==> src/rtl/mdio_pkg.sv <==
package mdio_pkg;

   typedef enum logic [2:0] {
      PH_IDLE,
      PH_PRE,
      PH_CMD,
      PH_RX,
      PH_TAIL
   } mdio_phase_e;

   localparam int FRAME_W   = 32;
   localparam int DATA_W    = 16;
   localparam int ADDR_W    = 5;
   localparam int RD_DRIVE  = 14;
   localparam int RD_SAMPLE = 18;
   localparam int PHY_LSB   = 23;
   localparam int REG_LSB   = 18;

   localparam logic [FRAME_W-1:0] OPW_RD = 32'h6002_0000;
   localparam logic [FRAME_W-1:0] OPW_WR = 32'h5002_0000;

   function automatic logic [FRAME_W-1:0] build_frame(
      input logic              rd,
      input logic [ADDR_W-1:0] pa,
      input logic [ADDR_W-1:0] ra,
      input logic [DATA_W-1:0] wd
   );
      logic [FRAME_W-1:0] w;
      w = rd ? OPW_RD : OPW_WR;
      w = w | (FRAME_W'(pa) << PHY_LSB);
      w = w | (FRAME_W'(ra) << REG_LSB);
      if (!rd)
         w = w | FRAME_W'(wd);
      return w;
   endfunction

endpackage

==> src/rtl/mdio_half_timer.sv <==
module mdio_half_timer #(
   parameter int HALF_DIV = 20
) (
   input  logic clk,
   input  logic rst_n,
   input  logic run,
   output logic tick
);
   localparam int CW = (HALF_DIV > 1) ? $clog2(HALF_DIV) : 1;

   generate
      if (HALF_DIV < 2) begin : g_bad_div
         $error("mdio_half_timer: HALF_DIV must be at least 2");
      end
   endgenerate

   logic [CW-1:0] cnt;

   assign tick = run && (cnt == CW'(HALF_DIV - 1));

   always_ff @(posedge clk or negedge rst_n) begin
      if (!rst_n)
         cnt <= '0;
      else if (!run || tick)
         cnt <= '0;
      else
         cnt <= cnt + 1'b1;
   end

endmodule

==> src/rtl/mdio_seq.sv <==
module mdio_seq
   import mdio_pkg::*;
#(
   parameter int PRE_LEN  = 32,
   parameter int TAIL_LEN = 32
) (
   input  logic        clk,
   input  logic        rst_n,
   input  logic        start,
   input  logic        rd_sel,
   input  logic        tick,
   output mdio_phase_e phase,
   output logic        busy,
   output logic        mdc,
   output logic        load,
   output logic        shift_en,
   output logic        sample_en,
   output logic        capture_en,
   output logic        done
);
   localparam int MAXB_A = (PRE_LEN > TAIL_LEN) ? PRE_LEN : TAIL_LEN;
   localparam int MAXB   = (MAXB_A > FRAME_W) ? MAXB_A : FRAME_W;
   localparam int CNT_W  = $clog2(MAXB + 1);

   generate
      if (PRE_LEN < 1 || TAIL_LEN < 1) begin : g_bad_len
         $error("mdio_seq: PRE_LEN and TAIL_LEN must be positive");
      end
   endgenerate

   logic [CNT_W-1:0] bcnt;
   logic [CNT_W-1:0] last_bit;
   logic             hi;
   logic             is_rd;
   mdio_phase_e      next_phase;

   always_comb begin
      case (phase)
         PH_PRE:  last_bit = CNT_W'(PRE_LEN - 1);
         PH_CMD:  last_bit = is_rd ? CNT_W'(RD_DRIVE - 1) : CNT_W'(FRAME_W - 1);
         PH_RX:   last_bit = CNT_W'(RD_SAMPLE - 1);
         PH_TAIL: last_bit = CNT_W'(TAIL_LEN - 1);
         default: last_bit = '0;
      endcase
   end

   always_comb begin
      case (phase)
         PH_PRE:  next_phase = PH_CMD;
         PH_CMD:  next_phase = is_rd ? PH_RX : PH_TAIL;
         PH_RX:   next_phase = PH_TAIL;
         default: next_phase = PH_IDLE;
      endcase
   end

   assign busy       = (phase != PH_IDLE);
   assign mdc        = hi;
   assign load       = (phase == PH_IDLE) && start;
   assign shift_en   = tick && hi && (phase == PH_CMD);
   assign sample_en  = tick && !hi && (phase == PH_RX);
   assign capture_en = tick && hi && (phase == PH_RX) && (bcnt == last_bit);

   always_ff @(posedge clk or negedge rst_n) begin
      if (!rst_n) begin
         phase <= PH_IDLE;
         bcnt  <= '0;
         hi    <= 1'b0;
         is_rd <= 1'b0;
         done  <= 1'b0;
      end else begin
         done <= 1'b0;
         if (phase == PH_IDLE) begin
            if (start) begin
               phase <= PH_PRE;
               bcnt  <= '0;
               hi    <= 1'b0;
               is_rd <= rd_sel;
            end
         end else if (tick) begin
            if (!hi) begin
               hi <= 1'b1;
            end else begin
               hi <= 1'b0;
               if (bcnt == last_bit) begin
                  bcnt  <= '0;
                  phase <= next_phase;
                  if (phase == PH_TAIL)
                     done <= 1'b1;
               end else begin
                  bcnt <= bcnt + 1'b1;
               end
            end
         end
      end
   end

   // completion is a single pulse seen while already idle
   p_done_idle_r8: assert property (@(posedge clk) disable iff (!rst_n)
      done |-> !busy);
   p_done_single_r8: assert property (@(posedge clk) disable iff (!rst_n)
      done |=> !done);
   p_busy_after_start_r8: assert property (@(posedge clk) disable iff (!rst_n)
      (start && !busy) |=> busy);
   // a start during a transaction cannot change its mode
   p_mode_hold_r9: assert property (@(posedge clk) disable iff (!rst_n)
      (busy && $past(busy)) |-> $stable(is_rd));

endmodule

==> src/rtl/mdio_shift_path.sv <==
module mdio_shift_path
   import mdio_pkg::*;
#(
   parameter int SYNC_STAGES = 2
) (
   input  logic               clk,
   input  logic               rst_n,
   input  logic               load,
   input  logic [FRAME_W-1:0] load_word,
   input  logic               shift_en,
   input  logic               sample_en,
   input  logic               capture_en,
   input  logic               mdio_in,
   output logic               tx_msb,
   output logic [DATA_W-1:0]  rd_data
);
   generate
      if (SYNC_STAGES < 0 || SYNC_STAGES > 3) begin : g_bad_sync
         $error("mdio_shift_path: SYNC_STAGES must be 0 to 3");
      end
   endgenerate

   logic mdio_s;

   generate
      if (SYNC_STAGES == 0) begin : g_nosync
         assign mdio_s = mdio_in;
      end else begin : g_sync
         logic [SYNC_STAGES-1:0] sync_q;
         always_ff @(posedge clk or negedge rst_n) begin
            if (!rst_n)
               sync_q <= '1;
            else if (SYNC_STAGES == 1)
               sync_q <= mdio_in;
            else
               sync_q <= {sync_q[SYNC_STAGES-2:0], mdio_in};
         end
         assign mdio_s = sync_q[SYNC_STAGES-1];
      end
   endgenerate

   logic [FRAME_W-1:0] tx_sh;
   logic [DATA_W-1:0]  rx_sh;

   assign tx_msb = tx_sh[FRAME_W-1];

   always_ff @(posedge clk or negedge rst_n) begin
      if (!rst_n)
         tx_sh <= '1;
      else if (load)
         tx_sh <= load_word;
      else if (shift_en)
         tx_sh <= {tx_sh[FRAME_W-2:0], 1'b1};
   end

   always_ff @(posedge clk or negedge rst_n) begin
      if (!rst_n)
         rx_sh <= '0;
      else if (sample_en)
         rx_sh <= {rx_sh[DATA_W-2:0], mdio_s};
   end

   always_ff @(posedge clk or negedge rst_n) begin
      if (!rst_n)
         rd_data <= '0;
      else if (capture_en)
         rd_data <= rx_sh;
   end

endmodule

==> src/rtl/mdio_frame_master.sv <==
module mdio_frame_master
   import mdio_pkg::*;
#(
   parameter int HALF_DIV    = 20,
   parameter int PRE_LEN     = 32,
   parameter int TAIL_LEN    = 32,
   parameter int SYNC_STAGES = 2
) (
   input  logic        clk,
   input  logic        rst_n,
   input  logic        start,
   input  logic        rd_sel,
   input  logic [4:0]  phy_addr,
   input  logic [4:0]  reg_addr,
   input  logic [15:0] wr_data,
   output logic [15:0] rd_data,
   output logic        busy,
   output logic        done,
   output logic        mdc,
   output logic        mdio_o,
   output logic        mdio_oe,
   input  logic        mdio_i
);
   mdio_phase_e phase;
   logic        tick;
   logic        load;
   logic        shift_en;
   logic        sample_en;
   logic        capture_en;
   logic        tx_msb;

   mdio_half_timer #(.HALF_DIV(HALF_DIV)) u_timer (
      .clk  (clk),
      .rst_n(rst_n),
      .run  (busy),
      .tick (tick)
   );

   mdio_seq #(.PRE_LEN(PRE_LEN), .TAIL_LEN(TAIL_LEN)) u_seq (
      .clk       (clk),
      .rst_n     (rst_n),
      .start     (start),
      .rd_sel    (rd_sel),
      .tick      (tick),
      .phase     (phase),
      .busy      (busy),
      .mdc       (mdc),
      .load      (load),
      .shift_en  (shift_en),
      .sample_en (sample_en),
      .capture_en(capture_en),
      .done      (done)
   );

   mdio_shift_path #(.SYNC_STAGES(SYNC_STAGES)) u_path (
      .clk       (clk),
      .rst_n     (rst_n),
      .load      (load),
      .load_word (build_frame(rd_sel, phy_addr, reg_addr, wr_data)),
      .shift_en  (shift_en),
      .sample_en (sample_en),
      .capture_en(capture_en),
      .mdio_in   (mdio_i),
      .tx_msb    (tx_msb),
      .rd_data   (rd_data)
   );

   assign mdio_o  = (phase == PH_CMD) ? tx_msb : 1'b1;
   assign mdio_oe = (phase == PH_PRE) || (phase == PH_CMD) || (phase == PH_TAIL);

   // checker state: clock level one cycle back and length of the current half
   logic        mdc_q;
   logic [15:0] gap;

   always_ff @(posedge clk or negedge rst_n) begin
      if (!rst_n) begin
         mdc_q <= 1'b0;
         gap   <= '0;
      end else begin
         mdc_q <= mdc;
         if (mdc != mdc_q)
            gap <= 16'd1;
         else if (busy)
            gap <= gap + 16'd1;
         else
            gap <= '0;
      end
   end

   // data line and enable frozen while the clock is high
   p_stable_high_r5: assert property (@(posedge clk) disable iff (!rst_n)
      mdc |-> ($stable(mdio_o) && $stable(mdio_oe)));
   // each clock half is HALF_DIV system clocks
   p_half_period_r6: assert property (@(posedge clk) disable iff (!rst_n)
      (mdc != mdc_q) |-> (gap == 16'(HALF_DIV)));
   // the period just before completion drives an idle one
   p_tail_idle_r7: assert property (@(posedge clk) disable iff (!rst_n)
      done |-> ($past(mdio_oe) && $past(mdio_o)));
   // no clock and no drive while idle
   p_idle_quiet_r11: assert property (@(posedge clk) disable iff (!rst_n)
      (!busy && !$past(busy)) |-> (!mdc && !mdio_oe));

endmodule

==> config.mk <==
export PLATFORM = sky130hd
export DESIGN_NAME = mdio_frame_master
export DESIGN_NICKNAME = d
export VERILOG_FILES = /design/src/rtl/mdio_pkg.sv /design/src/rtl/mdio_half_timer.sv /design/src/rtl/mdio_seq.sv /design/src/rtl/mdio_shift_path.sv /design/src/rtl/mdio_frame_master.sv
export SDC_FILE = /design/constraint.sdc
export NUM_CORES = 1
export LEC_CHECK = 0
export BUFFER_PORTS_ARGS = -buffer_cell sky130_fd_sc_hd__buf_2
export CORE_MARGIN = 4
export CORE_UTILIZATION = 52
export CTS_CLUSTER_SIZE = 12
export DETAILED_ROUTE_END_ITERATION = 16
export GPL_ROUTABILITY_DRIVEN = 0
export PLACE_DENSITY = 0.81
export RECOVER_POWER = 25
export SLEW_MARGIN = 20
export SYNTH_ARGS = -nofsm -noshare
export SYNTH_HDL_FRONTEND = slang
export SYNTH_HIERARCHICAL = 1
export SYNTH_SLANG_ARGS = --single-unit
==> constraint.sdc <==
create_clock -name clk -period 2.4 [get_ports clk]
set_input_delay 0.36 -clock clk [delete_from_list [all_inputs] [get_ports clk]]
set_output_delay 0.36 -clock clk [all_outputs]
set_load 0.01 [all_outputs]
==> results of run 1 <==
==> registers in the layout, indices dropped and copies added (netlist names) <==
signal / count
u_seq/mdc: 1
u_path/rd_data: 16
u_path/tx_sh: 32
u_path/rx_sh: 16
u_path/g_sync.sync_q: 2
u_seq/phase: 3
u_timer/cnt: 5
u_seq/bcnt: 6
u_seq/is_rd: 1
u_seq/done: 1
==> timing repair <==
item                       in CTS  in global routing
hold buffers                    0                  0
resized for setup               0                  4
setup endpoints to repair       0                 41
==> cell families after synthesis <==
kind of cell / Yosys count / synth area share
simple gates: 113 / 0.148
flops: 83 / 0.507
mux: 66 / 0.187
compound gates: 60 / 0.0852
buf+inv: 27 / 0.0562
xor+xnor: 4 / 0.00837
fa+ha+maj: 2 / 0.00598
other cells: 2 / 0.00179
==> layout by cell type, fill, tap and decap left out, types with 2 or more instances in the layout <==
cell,n
dfrtp_1,45
conb_1,4
mux2i_1,32
clkbuf_8,10
o2bb2ai_1,2
dfrtp_2,4
o311ai_1,2
dfstp_2,34
o211ai_1,2
nand3_1,8
mux2_2,12
or2_2,2
and2_1,3
nand2_1,48
xor2_1,2
a21oi_1,5
nor3b_1,3
o21ai_1,32
or3_1,2
buf_4,12
nor2_1,6
xnor2_1,2
buf_12,3
buf_2,50
nand2b_1,3
ha_1,2
nor3_1,3
o21ai_2,2
o21ai_0,7
inv_1,3
clkinv_4,2
o21a_1,2
nor2b_1,19
nor3b_2,2
inv_6,2
mux2_4,21
==> worst max-delay path: stages (launching register included) <==
cell     delay [ps]
dfrtp_2         510
nor2_2          160
nand3_1          90
a31o_1          270
nor4b_4         330
nor3b_4         270
buf_12          190
mux2_2          350
==> report_power, final <==
part | internal (uW) | switching (uW)
Clock | 413 | 514
Combinational | 435 | 506
Sequential | 1860 | 227
==> Yosys cell counts, types with 2 or more instances <==
cell type / number / area, um2
mux2_2: 12 / 135
or2_2: 2 / 12.5
dfrtp_1: 49 / 1230
conb_1: 2 / 7.51
nor2b_1: 19 / 119
xnor2_1: 2 / 17.5
dfstp_2: 34 / 893
a21oi_1: 5 / 25.0
nor2_1: 6 / 22.5
o211ai_1: 2 / 15.0
ha_1: 2 / 25.0
mux2i_1: 32 / 320
o2bb2ai_1: 2 / 17.5
nor3_1: 4 / 20.0
o21a_1: 2 / 15.0
buf_12: 5 / 100
buf_2: 9 / 45.0
nand3_1: 8 / 40.0
o311ai_1: 2 / 17.5
buf_6: 5 / 56.3
o21ai_1: 32 / 160
nand2b_1: 3 / 18.8
nand2_1: 48 / 180
inv_1: 4 / 15.0
or3_1: 2 / 12.5
xor2_1: 2 / 17.5
and2_1: 3 / 18.8
nor3b_1: 4 / 30.0
o21ai_2: 2 / 17.5
o21ai_0: 7 / 35.0
nor3b_2: 2 / 25.0
mux2_4: 21 / 315
==> area by class of cell <==
| type | instances | area share |
|---|---|---|
| repair buffers | 66 | 0.0860 |
| inverters | 5 | 0.00398 |
| clock buffers | 10 | 0.0292 |
| flip-flops and latches | 83 | 0.451 |
| multi-input cells | 249 | 0.393 |
| well taps | 102 | 0.0271 |
| clock inverters | 6 | 0.0101 |
==> per-layer routing <==
layer,vias to the layer above,global-route usage,part of all wire
li1,1344,-,-
met1,1313,0.221,0.47
met2,63,0.256,0.47
met3,10,0.0495,0.051
met4,0,0.0490,0.011
met5,-,0,0
==> worst paths after layout <==
path,to,startpoint,slack [ps]
min in group asynchronous,u_seq/phase[1],rst_n,340
worst min-delay path,u_path/g_sync.sync_q[0],mdio_i,100
worst max-delay path,u_path/rd_data[1],u_seq/phase[0],100
worst min register to register,u_path/g_sync.sync_q[1],u_path/g_sync.sync_q[0],360
worst max register to register,u_path/rd_data[1],u_seq/phase[0],100
max in group asynchronous,u_seq/phase[0],rst_n,1150
==> through the flow <==
step,hold slack (ps),setup slack (ps),utilization
2_1_floorplan,64.4,118,-
3_3_place_gp,347,159,0.583
3_5_place_dp,347,53.9,0.583
4_1_cts,86.2,21.6,0.607
5_1_grt,83.7,28.2,0.607
6_report,103,98.8,0.607
==> impl_metrics.toml, run 1 <==
[pwr]
power_uw = 3950
p_leak_uw = 0.00204
peakVddDrop_mv = 0.372
p_per_area_mw_per_mm2 = 838

[timing]
setup_viol = 0
fin_skew_ps = 9.81
drv_slew = 0
worst_pin_slew_ps = 1390
rsz0062_at_grt = "false"
fin_crit_sh = 0.959
hold_viol = 0
slew-limit-headroom = 0.0706
fmax_ghz = 0.435
finalCriticalPeriod_ps = 2300
timing.setup.tns_ps = 0

[worst_setup_path]
worstPathArrival_ps = 2540
critPathLaunchType = "register"
crit_required_ps = 2630
r2r_cells = 7
critPathCaptureType = "register"
worstSetupPathType = "register to register"
crit_fanout = 16

[clock_network]
cts_made_buffers = 9
htreeDepth = 3
clk_latency_ps = 350
cts.sinks = 83
clk_pin_slew_worst_paths_ps = 80
cts_setup_buffers = 0
cts_buffer_depth = 2
cts_tree = "done"
cts_root_buf = "clkbuf_8"

[synth]
async_flop_share = 1.00
synth_edf_count = 0
synthesis.area_mm2 = 0.00418
yosys_warnings = 6
synth_seq_cells = 83
postSynthCellCount = 357
ys_seq_area_frac = 0.507
ys_types = 55
ys.flop_type = "dfrtp_1"
synth_area_per_cell_um2 = 11.7

[layout]
antenna_cells = 0
drive_above_1_share = 0.415
final_cell_area_mm2 = 0.00471
syn2layout_area_growth_pct = 12.7
nNetsFinal = 447
layout.cells.non_filler = 521
multiInputGateArea_mm2 = 0.00185
regArea_mm2 = 0.00212
n_fill_cell = 637

[placement]
placed_cell_area_mm2 = 0.00453
dp.cells = 505
hpwl_um = 5160
io_buffers = 51

[route]
vias = 2730
drc = 0
dr.pass1.iters = 4
wl_um = 7630
initialDrtViolationCount = 159
antenna_left = 0
viasPerCell = 5.24
wl_per_cell_um = 14.6

[die]
die_y_um = 97.7
rows = 32
die_area_mm2 = 0.00955
core_mm2 = 0.00777
num_io_pins = 52
die_x_um = 97.7
start_util = 0.539

[grt]
first_global_vias = 2745
track_usage = 0.164
grt_pass1_wl_um = 12900
grt_overflow_total = 0
antenna_found_initial = 0
grt_max_degree = 67

[outcome]
outcome = "completed"

[worst_hold_path]
hold_path_class = "input pin to register"
holdPathStages = 1

[job]
cap_violations = 0
Power figures use the tool's default switching activity.
==> run 2, diff against run 1 <==
--- a/config.mk
+++ b/config.mk
@@ -10,2 +10,3 @@
 export CORE_UTILIZATION = 52
+export CTS_CLUSTER_DIAMETER = 120
 export CTS_CLUSTER_SIZE = 12
==> constraint.sdc (replaced) <==
create_clock -name clk -period 2.4 [get_ports clk]
set_input_delay 0.12 -clock clk [delete_from_list [all_inputs] [get_ports clk]]
set_output_delay 0.12 -clock clk [all_outputs]
set_load 0.01 [all_outputs]
==> run 2 against run 1 <==
Combinational power grew 1%. Hold slack got worse by 11 ps. First-iteration DRC count is 23% lower. Total power is 3.0% higher. Worst setup slack worse by 29 ps. Register-to-register slack worse by 30 ps. Flip-flop and latch count unchanged. Global-route usage shrank 0.33 points. Clock power grew 11%. Critical path depth unchanged. Core utilization grew 1.5 points. Largest power group unchanged.
==> impl_metrics.toml, run 2 (same netlist as run 1, synthesis figures left out) <==
[route]
antenna_left = 0
drc = 0
wl_per_cell_um = 14.1
initialDrtViolationCount = 122
vias = 2750
dr.pass1.iters = 4
viasPerCell = 5.17
wl_um = 7510

[timing]
slew-limit-headroom = 0.367
fin_crit_sh = 0.971
fin_skew_ps = 12.2
setup_viol = 0
worst_pin_slew_ps = 950
hold_viol = 0
finalCriticalPeriod_ps = 2330
fmax_ghz = 0.429
drv_slew = 0
timing.setup.tns_ps = 0
rsz0062_at_grt = "false"
whs_ps = 92.6

[outcome]
outcome = "completed"

[grt]
grt_max_degree = 81
grtUsageMet3 = 0.0294
grt_use_met1 = 0.222
grt_overflow_total = 0
first_global_vias = 2723
grt.busiest_layer = "met2"
grt_pass1_wl_um = 12700
antenna_found_initial = 0
met2_usage = 0.248
track_usage = 0.160

[worst_setup_path]
critPathCaptureType = "register"
cp-endpoint = "u_path/rd_data[0]"
reg2reg_setup_slack_ps = 70
r2r-end = "u_path/rd_data[0]"
cp_slowest_stage_delay_ps = 530
crit_chain = "o21ai_1 -> nand3_2 -> mux2i_2 -> nor4b_4 -> nor3b_4 -> buf_12 -> mux2_2"
crit_fanout = 16
crit_required_ps = 2630
startpoint = "u_seq/phase[2]"
crit_slowest_cell = "dfrtp_1"
worstSetupPathType = "register to register"
r2r_cells = 7
worstPathArrival_ps = 2560
r2r_start = "u_seq/phase[2]"
critPathLaunchType = "register"

[layout]
nNetsFinal = 458
n_fill_cell = 620
syn2layout_area_growth_pct = 15.5
largest_reg_flops = 32
antenna_cells = 0
layout.cells.most_common_list = "48 x nand2_1, 47 x dfrtp_1, 34 x dfstp_2"
layout.cells.non_filler = 532
top_regs = "u_path/tx_sh x32, u_path/rd_data x16, u_path/rx_sh x16"
layout_commonest_cell = "nand2_1"
regMostFlops = "u_path/tx_sh"
drive_above_1_share = 0.356

[clock_network]
clk_latency_ps = 340
cts_root_buf = "clkbuf_8"
htreeDepth = 3
cts_made_buffers = 9
cts.sinks = 83
cts_setup_buffers = 0
cts_buffer_depth = 2
clk_pin_slew_worst_paths_ps = 80
cts_tree = "done"

[die]
core_mm2 = 0.00777
start_util = 0.539
rows = 32
die_y_um = 97.7
die_x_um = 97.7
num_io_pins = 52
die_area_mm2 = 0.00955

[pwr]
peakVddDrop_mv = 0.394
p_leak_uw = 0.00203
p_per_area_mw_per_mm2 = 843

[placement]
hpwl_um = 4940
io_buffers = 51
dp.cells = 504

[worst_hold_path]
hold_path_class = "input pin to register"

[job]
cap_violations = 0
==> run 2: changes by cell type in the layout (fill, tap and decap cells not counted) <==
cell	previous run	this run
buf_2	50	33
clkbuf_16	0	1
inv_6	2	1
dlygate4sd3_1	0	12
dfrtp_2	4	2
bufinv_16	0	1
dfrtp_1	45	47
clkinv_4	2	0
inv_4	0	1
clkbuf_8	10	9
clkbuf_2	1	0
clkbuf_1	0	18
==> run 2: cell type report <==
type / count / area, um2 / share of cell area
multi-input combinational: 249 / 1850 / 0.384
timing repair buffer: 77 / 499 / 0.103
tap: 102 / 128 / 0.0264
clock inverter: 5 / 57.6 / 0.0119
clock buffer: 11 / 153 / 0.0316
sequential: 83 / 2120 / 0.439
inverter: 5 / 18.8 / 0.00389
==> run 2: timing repair <==
item	4_1_cts	5_1_grt
endpoints found under the hold margin	56	0
resized for setup	0	2
hold buffers	12	0
endpoints found under the setup margin	0	39
==> run 2: where the power goes <==
| group | switching, uW | internal, uW |
|---|---|---|
| combinational | 507 | 448 |
| sequential | 228 | 1860 |
| clock | 483 | 547 |
| total | 1220 | 2850 |
==> run 2: worst min path at each step <==
stage                              endpoint        start  cells after the start  slack, ps
floorplan                 u_path/rd_data[0]        rst_n                      0       -180
global placement    u_path/g_sync.sync_q[0]       mdio_i                      1        230
detailed placement  u_path/g_sync.sync_q[0]       mdio_i                      1        230
CTS                        u_path/tx_sh[14]  wr_data[14]                      4         70
global route                u_path/tx_sh[6]   wr_data[6]                      4        100
finish                     u_path/tx_sh[14]  wr_data[14]                      4         90
==> run 2: per-layer routing <==
metal / part of all wire / vias to the layer above
li1: - / 1364
met1: 0.47 / 1303
met2: 0.47 / 70
met3: 0.046 / 13
met4: 0.014 / 0
met5: 0 / -
==> run 2: worst max-delay path, delay by kind of cell (launching register included) <==
family,cells,cell delay (ps)
and+or+nand+nor,3,710
muxes,2,550
DFF,1,530
AOI/OAI and AO/OA,1,240
buffers and inverters,1,190
==> run 2: stage by stage <==
| step | total power, uW | util | setup WS [ps] | area, um2 |
|---|---|---|---|---|
| floorplan | 2760 | - | 118 | 4190 |
| global placement | 2980 | 0.582 | 144 | 4520 |
| detailed placement | 3040 | 0.582 | 113 | 4520 |
| CTS | 4110 | 0.624 | 61.5 | 4850 |
| global route | 4340 | 0.622 | 14.0 | 4830 |
| finish | 4070 | 0.622 | 70.1 | 4830 |
